`src/rtl/ssmod_pkg.sv`:
```
package ssmod_pkg;

  typedef enum logic {
    MODE_DOWN   = 1'b0,
    MODE_CENTER = 1'b1
  } spreadMode_e;

  // strobes from the sweep sequencer to the accumulator datapath (at most one set)
  typedef struct packed {
    logic clear;
    logic snapHi;
    logic snapLo;
    logic stepUp;
    logic stepDn;
  } ctrlStb_t;

endpackage

```
`src/rtl/ssmod_ctrl.sv`:
```
module ssmod_ctrl
  import ssmod_pkg::*;
#(
  parameter int MAG_W     = 5,
  parameter int RATE_W    = 2,
  parameter int MAG_MIN   = 1,
  parameter int MAG_MAX   = 20,
  parameter int RATE_MAX  = 2,
  parameter int HALF_LOG2 = 4
) (
  input  logic              clk,
  input  logic              rstN,
  input  spreadMode_e       modeIn,
  input  logic [MAG_W-1:0]  magIn,
  input  logic [RATE_W-1:0] rateIn,
  input  logic              enIn,
  output spreadMode_e       cfgMode,
  output logic [MAG_W-1:0]  cfgCode,
  output logic [RATE_W-1:0] cfgRate,
  output ctrlStb_t          stb,
  output logic              wrapStb
);

  localparam int CNT_W = HALF_LOG2 + RATE_MAX + 2;
  localparam logic [CNT_W-1:0] RESET_CNT = CNT_W'((2 ** (HALF_LOG2 + 1)) - 1);

  logic [CNT_W-1:0]  cnt;
  logic [CNT_W-1:0]  halfLen;
  logic [CNT_W-1:0]  quarterLen;
  logic [CNT_W-1:0]  lastCnt;
  logic [CNT_W-1:0]  nextCnt;
  logic              cfgActive;
  logic              isLast;
  logic [MAG_W-1:0]  magSat;
  logic [RATE_W-1:0] rateSat;

  // saturate the requested settings before they are latched
  always_comb begin
    if (magIn < MAG_W'(MAG_MIN))      magSat = MAG_W'(MAG_MIN);
    else if (magIn > MAG_W'(MAG_MAX)) magSat = MAG_W'(MAG_MAX);
    else                              magSat = magIn;
    if (rateIn > RATE_W'(RATE_MAX))   rateSat = RATE_W'(RATE_MAX);
    else                              rateSat = rateIn;
  end

  // sweep geometry from the latched rate
  always_comb begin
    halfLen    = CNT_W'(1) << (HALF_LOG2 + int'(cfgRate));
    quarterLen = halfLen >> 1;
    lastCnt    = (halfLen << 1) - CNT_W'(1);
    nextCnt    = cnt + CNT_W'(1);
    isLast     = (cnt == lastCnt);
  end

  always_ff @(posedge clk or negedge rstN) begin
    if (!rstN) begin
      cnt       <= RESET_CNT;
      cfgMode   <= MODE_DOWN;
      cfgCode   <= MAG_W'(MAG_MIN);
      cfgRate   <= '0;
      cfgActive <= 1'b0;
      wrapStb   <= 1'b0;
    end else begin
      wrapStb <= isLast;
      if (isLast) begin
        cnt       <= '0;
        cfgMode   <= modeIn;
        cfgCode   <= magSat;
        cfgRate   <= rateSat;
        cfgActive <= enIn;
      end else begin
        cnt <= nextCnt;
      end
    end
  end

  // segment sequencing: the last cycle of each segment snaps to its exact endpoint
  always_comb begin
    stb = '0;
    if (!cfgActive || isLast) begin
      stb.clear = 1'b1;
    end else if (cfgMode == MODE_DOWN) begin
      if (nextCnt == halfLen)  stb.snapLo = 1'b1;
      else if (cnt < halfLen)  stb.stepDn = 1'b1;
      else                     stb.stepUp = 1'b1;
    end else begin
      if (nextCnt == quarterLen)                 stb.snapHi = 1'b1;
      else if (nextCnt == halfLen + quarterLen)  stb.snapLo = 1'b1;
      else if (cnt < quarterLen)                 stb.stepUp = 1'b1;
      else if (cnt < halfLen + quarterLen)       stb.stepDn = 1'b1;
      else                                       stb.stepUp = 1'b1;
    end
  end

  // latched settings move only at the wrap point
  p_cfg_hold_r8: assert property (@(posedge clk) disable iff (!rstN)
    !isLast |=> $stable({cfgMode, cfgCode, cfgRate, cfgActive}));

  // latched depth stays inside the saturation window
  p_code_range_r5: assert property (@(posedge clk) disable iff (!rstN)
    (cfgCode >= MAG_W'(MAG_MIN)) && (cfgCode <= MAG_W'(MAG_MAX)));

  // latched rate never exceeds the slowest code, strobe lasts one cycle
  p_rate_range_r4: assert property (@(posedge clk) disable iff (!rstN)
    cfgRate <= RATE_W'(RATE_MAX));

  p_wrap_single_r4: assert property (@(posedge clk) disable iff (!rstN)
    wrapStb |=> !wrapStb);

  p_stb_onehot_r10: assert property (@(posedge clk) disable iff (!rstN)
    $onehot0(stb));

endmodule

```
`src/rtl/ssmod_dp.sv`:
```
module ssmod_dp
  import ssmod_pkg::*;
#(
  parameter int ACC_W     = 24,
  parameter int OFF_W     = 16,
  parameter int MAG_W     = 5,
  parameter int RATE_W    = 2,
  parameter int HALF_LOG2 = 4,
  parameter int UNIT      = 8,
  parameter int MAG_MAX   = 20
) (
  input  logic              clk,
  input  logic              rstN,
  input  spreadMode_e       cfgMode,
  input  logic [MAG_W-1:0]  cfgCode,
  input  logic [RATE_W-1:0] cfgRate,
  input  ctrlStb_t          stb,
  output logic [OFF_W-1:0]  offset
);

  localparam int FRAC_W   = ACC_W - OFF_W;
  localparam int MAX_STEP = (MAG_MAX * 2 * UNIT * (2 ** FRAC_W)) >> HALF_LOG2;

  logic signed [ACC_W-1:0] spanAcc;
  logic signed [ACC_W-1:0] halfAcc;
  logic signed [ACC_W-1:0] stepAcc;
  logic signed [ACC_W-1:0] loEnd;
  logic signed [ACC_W-1:0] acc;

  always_comb begin
    spanAcc = $signed(ACC_W'(ACC_W'(cfgCode) * ACC_W'(2 * UNIT)) << FRAC_W);
    halfAcc = spanAcc >>> 1;
    stepAcc = spanAcc >>> (HALF_LOG2 + int'(cfgRate));
    loEnd   = (cfgMode == MODE_CENTER) ? -halfAcc : -spanAcc;
  end

  always_ff @(posedge clk or negedge rstN) begin
    if (!rstN) begin
      acc <= '0;
    end else begin
      if (stb.clear)       acc <= '0;
      else if (stb.snapHi) acc <= halfAcc;
      else if (stb.snapLo) acc <= loEnd;
      else if (stb.stepUp) acc <= acc + stepAcc;
      else if (stb.stepDn) acc <= acc - stepAcc;
    end
  end

  assign offset = acc[ACC_W-1 -: OFF_W];

  // a down sweep never goes above nominal
  p_down_nonpos_r2: assert property (@(posedge clk) disable iff (!rstN)
    (cfgMode == MODE_DOWN) |-> (acc <= 0));

  // a center sweep stays within half the span either way
  p_center_bound_r3: assert property (@(posedge clk) disable iff (!rstN)
    (cfgMode == MODE_CENTER) |-> ((acc <= halfAcc) && (acc >= -halfAcc)));

  // no jump larger than one maximum step
  p_no_jump_r10: assert property (@(posedge clk) disable iff (!rstN)
    ((int'(acc) - int'($past(acc))) <= MAX_STEP) &&
    ((int'(acc) - int'($past(acc))) >= -MAX_STEP));

endmodule

```
`src/rtl/ss_profile_gen.sv`:
```
module ss_profile_gen
  import ssmod_pkg::*;
#(
  parameter int NCH       = 2,
  parameter int ACC_W     = 24,
  parameter int OFF_W     = 16,
  parameter int MAG_W     = 5,
  parameter int RATE_W    = 2,
  parameter int MAG_MIN   = 1,
  parameter int MAG_MAX   = 20,
  parameter int RATE_MAX  = 2,
  parameter int HALF_LOG2 = 4,
  parameter int UNIT      = 8
) (
  input  logic                        clk,
  input  logic                        rstN,
  input  logic                        spreadOn,
  input  logic [NCH-1:0]              chanEn,
  input  logic [NCH-1:0]              chanMode,
  input  logic [NCH-1:0][MAG_W-1:0]   chanMag,
  input  logic [NCH-1:0][RATE_W-1:0]  chanRate,
  output logic [NCH-1:0][OFF_W-1:0]   offsetOut,
  output logic [NCH-1:0]              wrapStb
);

  for (genvar ch = 0; ch < NCH; ch++) begin : g_chan
    spreadMode_e       cfgMode;
    logic [MAG_W-1:0]  cfgCode;
    logic [RATE_W-1:0] cfgRate;
    ctrlStb_t          stb;
    logic              gatedEn;

    assign gatedEn = chanEn[ch] & spreadOn;

    ssmod_ctrl #(
      .MAG_W(MAG_W), .RATE_W(RATE_W), .MAG_MIN(MAG_MIN), .MAG_MAX(MAG_MAX),
      .RATE_MAX(RATE_MAX), .HALF_LOG2(HALF_LOG2)
    ) i_ctrl (
      .clk(clk), .rstN(rstN),
      .modeIn(spreadMode_e'(chanMode[ch])), .magIn(chanMag[ch]),
      .rateIn(chanRate[ch]), .enIn(gatedEn),
      .cfgMode(cfgMode), .cfgCode(cfgCode), .cfgRate(cfgRate),
      .stb(stb), .wrapStb(wrapStb[ch])
    );

    ssmod_dp #(
      .ACC_W(ACC_W), .OFF_W(OFF_W), .MAG_W(MAG_W), .RATE_W(RATE_W),
      .HALF_LOG2(HALF_LOG2), .UNIT(UNIT), .MAG_MAX(MAG_MAX)
    ) i_dp (
      .clk(clk), .rstN(rstN),
      .cfgMode(cfgMode), .cfgCode(cfgCode), .cfgRate(cfgRate),
      .stb(stb), .offset(offsetOut[ch])
    );

    // the wrap point is the zero crossing of every sweep
    p_wrap_zero_r2: assert property (@(posedge clk) disable iff (!rstN)
      wrapStb[ch] |-> (offsetOut[ch] == '0));
  end

endmodule

```
`config.mk`:
```
export PLATFORM = sky130hd
export DESIGN_NAME = ss_profile_gen
export DESIGN_NICKNAME = d
export VERILOG_FILES = /design/src/rtl/ssmod_pkg.sv /design/src/rtl/ssmod_ctrl.sv /design/src/rtl/ssmod_dp.sv /design/src/rtl/ss_profile_gen.sv
export SDC_FILE = /design/constraint.sdc
export NUM_CORES = 1
export LEC_CHECK = 0
export ABC_AREA = 1
export CAP_MARGIN = 0
export CORE_AREA = 2 2 142 144
export DETAILED_ROUTE_END_ITERATION = 6
export DIE_AREA = 0 0 144 146
export PLACE_DENSITY_LB_ADDON = 0.08
export SYNTH_ARGS = -nofsm -noshare
export SYNTH_HDL_FRONTEND = slang
export SYNTH_SLANG_ARGS = --single-unit
```
`constraint.sdc`:
```
create_clock -name clk -period 5.9 [get_ports clk]
set_input_delay 1.18 -clock clk [delete_from_list [all_inputs] [get_ports clk]]
set_output_delay 1.18 -clock clk [all_outputs]
set_load 0.01 [all_outputs]
```
* Yosys cells after proc, flatten, opt, wreduce, memory -nomap -nowiden
Cells that the tools add are included.
** Storage, ports and cells
- Output and inout port bits :: 34
- Register bits after elaboration :: 84
- Word-level logic and storage cells :: 114
** Cells by class
- Order comparisons :: 12
- Muxes and demuxes :: 52
- Bitwise operators :: 2
- Shift-type cells :: 4
- Reduce and logical (&&, ||, !) cells :: 6
- Eq/ne operators :: 8
- Add/sub/neg operators :: 16
** Operator list (count)
- 2-to-1 mux 24 bit :: 12
- << shifter 1 x 32 -> 8 bit (first input constant) :: 2
- >>> shifter 18 x 32 -> 24 bit :: 2
- adder 24 bit :: 2
- == test 8 bit :: 6
- negator 16 -> 24 bit :: 2
- negator 17 -> 24 bit :: 2
- subtractor 24 bit :: 2
- < comparator 8 bit :: 4
- 2-to-1 mux 1 bit :: 22
- 2-to-1 mux 5 bit :: 4
- adder 8 x 1 -> 8 bit (second input constant) :: 2
- adder 8 x 7 -> 8 bit :: 2
- == test 8 x 7 -> 1 bit :: 2
- < comparator 8 x 7 -> 1 bit :: 2
- 2-to-1 mux 8 bit :: 2
- subtractor 8 x 1 -> 8 bit (second input constant) :: 2
- 2-to-1 mux 2 bit :: 6
- 2-to-1 mux 3 bit :: 4
- greater-than comparator 5 bit (second input constant) :: 2
- < comparator 5 x 1 -> 1 bit (second input constant) :: 2
- nonzero test 5 bit :: 2
- adder 3 x 2 -> 4 bit (first input constant) :: 2
- 2-to-1 mux 4 bit :: 2
- 4 further kinds :: 8

* Logic depth before layout (Yosys ltp)
- Word-level depth :: 15
- Depth in mapped cells :: 32
- Mapped depth without buffers :: 31

* By module
Synthesis repeated with hierarchy kept, for this count alone.
** Unflattened totals
- Cells, all modules :: 1337
- Area, all modules :: 8612.0 um^2
** Modules (own cells, without submodules)
- ssmod_dp (g_chan[1].i_dp) :: seq. area each 475.5 um^2, times used 1, area each 2668.8 um^2, cells an instance 426
- ssmod_dp (g_chan[0].i_dp) :: seq. area each 475.5 um^2, times used 1, area each 2657.5 um^2, cells an instance 425
- ssmod_ctrl (g_chan[0].i_ctrl) :: seq. area each 457.9 um^2, times used 1, area each 1651.6 um^2, cells an instance 242
- ssmod_ctrl (g_chan[1].i_ctrl) :: seq. area each 457.9 um^2, times used 1, area each 1619.1 um^2, cells an instance 240
- ss_profile_gen :: seq. area each 0.0 um^2, times used 1, area each 15.0 um^2, cells an instance 4

* Least setup slack after synthesis
Ideal clock, no wire load.
- Kind :: flip-flop to flip-flop
- Start point :: register g_chan[0].i_ctrl.cfgRate[1]
- End point :: register g_chan[0].i_dp.acc[19]
- Cell stages (with the launch flop) :: 28
- Path buffers :: 1
- Slack :: 1626 ps
- Arrival :: 4196 ps
- Period minus slack after synthesis :: 4274 ps
- Data required time :: 5823 ps
- Cells stage by stage :: dfrtp_1 clkbuf_1 inv_1 ha_1 inv_1 ha_1 or2_2 nand4_1 o2111ai_1 nand2_1 nand3_1 nand2_2 nand3_4 inv_4 nand2_1 o21ai_1 inv_1 fa_1 nor3_1 nor2_1 o21ai_1 nand3_1 o21ai_1 nand3_1 nor2_1 nor2_1 xor2_1 a21oi_1
** Between the ends
- Longest elaborated chain between the ends :: 14
- Elaborated cells between the ends (all ways) :: 37
- Those cells by class :: add/sub: 5; order compare: 3; eq/ne: 4; shift: 2; mux: 21; reduce/logical: 2
** Ends and longest elaborated chain
- start: declaration :: line ssmod_ctrl.sv:19 : output logic [RATE_W-1:0] cfgRate,
- start signal: assignment :: line ssmod_ctrl.sv:69 : cfgRate <= rateSat;
- adder 3 x 2 -> 4 bit (*) :: line ssmod_ctrl.sv:48, ssmod_dp.sv:33
- << shifter 1 x 32 -> 8 bit :: line ssmod_ctrl.sv:48 : halfLen = CNT_W'(1) << (HALF_LOG2 + int'(cfgRate));
- adder 8 x 7 -> 8 bit :: line ssmod_ctrl.sv:88, ssmod_ctrl.sv:90
- < comparator 8 bit :: line ssmod_ctrl.sv:90 : else if (cnt < halfLen + quarterLen) stb.stepDn = 1'b1;
- 2-to-1 mux 1 bit :: line ssmod_ctrl.sv:90
- 2-to-1 mux 1 bit :: line ssmod_ctrl.sv:89 : else if (cnt < quarterLen) stb.stepUp = 1'b1;
- 2-to-1 mux 2 bit :: line ssmod_ctrl.sv:88 : else if (nextCnt == halfLen + quarterLen) stb.snapLo = 1'b1;
- 2-to-1 mux 3 bit :: line ssmod_ctrl.sv:87 : if (nextCnt == quarterLen) stb.snapHi = 1'b1;
- 2-to-1 mux 3 bit :: line ssmod_ctrl.sv:82 : end else if (cfgMode == MODE_DOWN) begin
- 2-to-1 mux 4 bit :: line ssmod_ctrl.sv:80 : if (!cfgActive || isLast) begin
- 2-to-1 mux 24 bit :: line ssmod_dp.sv:44 : else if (stb.stepUp) acc <= acc + stepAcc;
- 2-to-1 mux 24 bit :: line ssmod_dp.sv:43 : else if (stb.snapLo) acc <= loEnd;
- 2-to-1 mux 24 bit :: line ssmod_dp.sv:42 : else if (stb.snapHi) acc <= halfAcc;
- 2-to-1 mux 24 bit :: line ssmod_dp.sv:41 : if (stb.clear) acc <= '0;
- end signal: assignment :: line ssmod_dp.sv:42
- end signal: assignment :: line ssmod_dp.sv:43
- end signal: assignment :: line ssmod_dp.sv:44
- end: declaration :: line ssmod_dp.sv:28 : logic signed [ACC_W-1:0] acc;
Every way passes the cells marked *; elsewhere a longest branch is shown, timed or not. The select of a mux whose other input is x is not followed.
A chain may end at the register's enable or synchronous reset.

* Worst setup path in the final report
- Start point :: register g_chan[1].i_ctrl.cfgRate[1]
- End point :: register g_chan[1].i_dp.acc[20]
** Between the ends
- Longest elaborated chain between the ends :: 14
- Elaborated cells between the ends (all ways) :: 37
- Those cells by class :: add/sub: 5; order compare: 3; eq/ne: 4; shift: 2; mux: 21; reduce/logical: 2
** Ends and longest elaborated chain (line)
- start: declaration :: ssmod_ctrl.sv:19
- start signal: assignment :: ssmod_ctrl.sv:69
- adder 3 x 2 -> 4 bit (*) :: ssmod_ctrl.sv:48, ssmod_dp.sv:33
- << shifter 1 x 32 -> 8 bit :: ssmod_ctrl.sv:48
- adder 8 x 7 -> 8 bit :: ssmod_ctrl.sv:88, ssmod_ctrl.sv:90
- < comparator 8 bit :: ssmod_ctrl.sv:90
- 2-to-1 mux 1 bit :: ssmod_ctrl.sv:90
- 2-to-1 mux 1 bit :: ssmod_ctrl.sv:89
- 2-to-1 mux 2 bit :: ssmod_ctrl.sv:88
- 2-to-1 mux 3 bit :: ssmod_ctrl.sv:87
- 2-to-1 mux 3 bit :: ssmod_ctrl.sv:82
- 2-to-1 mux 4 bit :: ssmod_ctrl.sv:80
- 2-to-1 mux 24 bit :: ssmod_dp.sv:44
- 2-to-1 mux 24 bit :: ssmod_dp.sv:43
- 2-to-1 mux 24 bit :: ssmod_dp.sv:42
- 2-to-1 mux 24 bit :: ssmod_dp.sv:41
- end signal: assignment :: ssmod_dp.sv:42
- end signal: assignment :: ssmod_dp.sv:43
- end signal: assignment :: ssmod_dp.sv:44
- end: declaration :: ssmod_dp.sv:28
Marks and branches as above.

==> key figures <==
Routing
  – Total Wirelength: 20200 µm
  – Vias: 6994
  – Initial drt markers: 354
  – Wire per inst: 14.5 µm
  – Via-to-Cell Ratio: 5.01
  – ANT nets after route: 0
  – DR pass1 iterations: 6
  – DRC violations left: 0

Cells and area
  – Final Util: 0.439
  – N_diodes: 0
  – Syn-to-layout area delta: 11.4%
  – Layout cells sized above 1: 0.0664
  – Final nets: 1238
  – Fill count: 2049
  – Multi-input logic area: 4870 µm²
  – FF+latch area: 1870 µm²

STA
  – Worst slew pin tran: 0.738 ns
  – Fmax: 197 MHz
  – Tcrit/Tclk final: 0.862
  – Worst slew margin: 0.508
  – Minimum hold slack: 0.521 ns
  – Clk_skew: 0.00903 ns
  – Max Slew Vio Count: 0
  – Min Tclk post-route: 5.09 ns
  – RSZ-0062 raised after global routing: false
  – Final hold violation count: 0
  – Setup violators final: 0
  – Final setup TNS: 0 ns

Global routing
  – Pin count of the biggest net entering global routing: 55
  – Vias in the first global route: 6737
  – GRT Util Overall: 0.199
  – First-pass GRT wire length: 33600 µm
  – GR Overflow Total: 0
  – Initial antenna violation count: 0

Worst hold path
  – Hold depth: 2
  – HP Class: reg -> reg

Logic synthesis
  – Syn_nets: 1219
  – Syn_area_per_cell: 6.89 µm²
  – Async SR Flop Fraction: 1.00
  – Post-synthesis cell area: 7620 µm²
  – Synth area leader: dfrtp_1
  – Seq/Total Area, Yosys: 0.245
  – Post-synth top area share: 0.204
  – Post-Synthesis Cells: 1106
  – Yosys warning total: 0
  – Cell variety after synth: 49
  – EDFF count, synth: 0
  – Dominant synthesized flop cell: dfrtp_1
  – Most area-consuming cells after synthesis: dfrtp_1, ha_1, nand2_1, inv_1, a21oi_1
  – Synth Register Bits: 74

Setup path
  – Crit end category: flip-flop
  – R2R setup slack: 0.81 ns
  – Arr. time, crit path: 5.31 ns
  – Crit start category: flip-flop
  – Worst endpoint required time: 6.12 ns
  – Crit Path Category: reg -> reg
  – Worst-path fanout max: 12
  – Reg2reg path depth: 27

Clock network
  – Postcts setup bufs: 0
  – Post_cts resized: 0
  – CTS clk-pin slew, worst paths: 0.06 ns
  – Clk_lat worst skew: 0.35 ns
  – Clock sinks: 74
  – CTS Hold Buffers Added: 0
  – H-tree depth: 3
  – Num CTS Buffers: 9
  – Clock root buffer: clkbuf_16
  – Clock Path Buffers: 2
  – CTS tree: done

Flow run
  – Max_cap viols: 0

Floorplan
  – Rows: 51
  – I/O Pins: 55
  – DIE WIDTH: 144 µm
  – Starting Density: 0.394
  – Die area: 21000 µm²
  – Die height: 146 µm
  – Core ar.: 19300 µm²

Power and ir drop
  – Leakage Power: 4.33 nW
  – Peak VDD IR: 201 µV
  – PD cells: 366 nW/µm²

Placement
  – Detail Placement HPWL: 16000 µm
  – RePlAce Congestion: 0.886
  – I/O Buffers: 54

Outcome
  – Outcome: finished clean
-- critical path, cell delays in order (launching register included) --
cell and delay, ns:
dfrtp_1 0.54, clkinv_1 0.41, ha_1 0.41, inv_1 0.21, ha_1 0.27, nor2_1 0.17, nor3_1 0.07, nor2_1 0.10
nand2_1 0.07, nand3_1 0.09, nand2_1 0.09, nand3_4 0.15, inv_4 0.08, nor2_1 0.11, xor2_1 0.16, inv_1 0.08
ha_1 0.32, a21oi_1 0.17, o21ai_0 0.18, nand3_1 0.10, nand2_1 0.11, nand2_1 0.08, nand2_1 0.12, a21oi_1 0.25
o21ai_0 0.14, or2_2 0.29, a21oi_1 0.13, nor3_1 0.07
-- worst paths after layout --
check / startpoint / end
min in group asynchronous: rstN / g_chan[1].i_ctrl.cnt[6]
min: g_chan[1].i_ctrl.cfgCode[0] / g_chan[1].i_ctrl.cfgCode[0]
max: g_chan[1].i_ctrl.cfgRate[1] / g_chan[1].i_dp.acc[20]
max in group asynchronous: rstN / g_chan[0].i_dp.acc[22]
max reg2reg: g_chan[1].i_ctrl.cfgRate[1] / g_chan[1].i_dp.acc[20]
min reg2reg: g_chan[1].i_ctrl.cfgCode[0] / g_chan[1].i_ctrl.cfgCode[0]
-- flip-flops by register name (all words and copies together), names as in the netlist --
signal,cells
g_chan.i_dp.acc,38
g_chan.i_ctrl.cfgActive,2
g_chan.i_ctrl.cnt,16
g_chan.i_ctrl.wrapStb,2
g_chan.i_ctrl.cfgCode,10
g_chan.i_ctrl.cfgMode,2
g_chan.i_ctrl.cfgRate,4
-- per-stage QoR --
step	worst slack [ns]	cells	cell area, µm²	total power [W]
after floorplan	1.63	1106	7620	0.00209
after global placement	0.844	1379	8170	0.00252
after detailed placement	0.850	1379	8170	0.00250
after CTS	0.845	1395	8490	0.00314
after global routing	0.300	1395	8490	0.00339
final	0.812	1395	8490	0.00311
-- where the power goes --
part           switching [W]  internal, W
logic               0.000958     0.000777
clock network       0.000231     0.000375
registers           0.000102     0.000663
-- synth_stat cells (3+ instances only) --
master / n
inv_1: 135
buf_4: 36
o211ai_1: 14
nand2_1: 262
or2_2: 3
ha_1: 90
xnor2_1: 17
dfrtp_1: 62
o21ai_0: 67
a21oi_1: 81
nor2_4: 4
dfstp_2: 12
inv_2: 10
o21ai_1: 12
buf_2: 5
nand2_2: 15
nand3_1: 77
xor2_1: 29
nor3_1: 21
clkbuf_1: 5
o31ai_1: 5
nand4_1: 9
nor2_1: 98
-- layout by cell type, fill, tap and decap left out, types with 3 or more instances in the layout --
master	count
nand2_1	262
inv_1	135
nor2_1	98
ha_1	90
a21oi_1	81
nand3_1	77
o21ai_0	67
dfrtp_1	62
clkdlybuf4s50_1	53
xor2_1	29
nor3_1	21
xnor2_1	17
nand2_2	15
o211ai_1	14
o21ai_1	12
dfstp_2	12
inv_2	10
nand4_1	9
clkbuf_16	9
o31ai_1	5
nor2_4	4
clkbuf_8	4
or2_2	3
-- layer usage --
metal  vias to the layer above  routed length, µm  track usage
li1                       3646                  -            -
met1                      3208               9540        0.262
met2                       123               9760        0.343
met3                        17                617       0.0293
met4                         0                264       0.0451
met5                         -                  0            0
-- final cells by class --
class,instances,area share
Clock buffer,15,0.0339
Clock inverter,1,0.00354
Inverter,148,0.0660
Multi-Input combinational cell,837,0.573
Sequential cell,74,0.220
Tap cell,265,0.0390
Timing Repair Buffer,55,0.0642
-- logic make-up (layout without fill, tap and decap cells) --
| logic type | Yosys count | after routing | synth area share |
|---|---|---|---|
| simple gates | 503 | 503 | 0.291 |
| compound gates | 195 | 195 | 0.141 |
| buf+inv | 195 | 219 | 0.116 |
| fa+ha+maj | 92 | 92 | 0.153 |
| flops | 74 | 74 | 0.245 |
| xor+xnor | 46 | 46 | 0.0529 |
| mux | 1 | 1 | 0.00131 |
(Power assumes the default switching activity.)
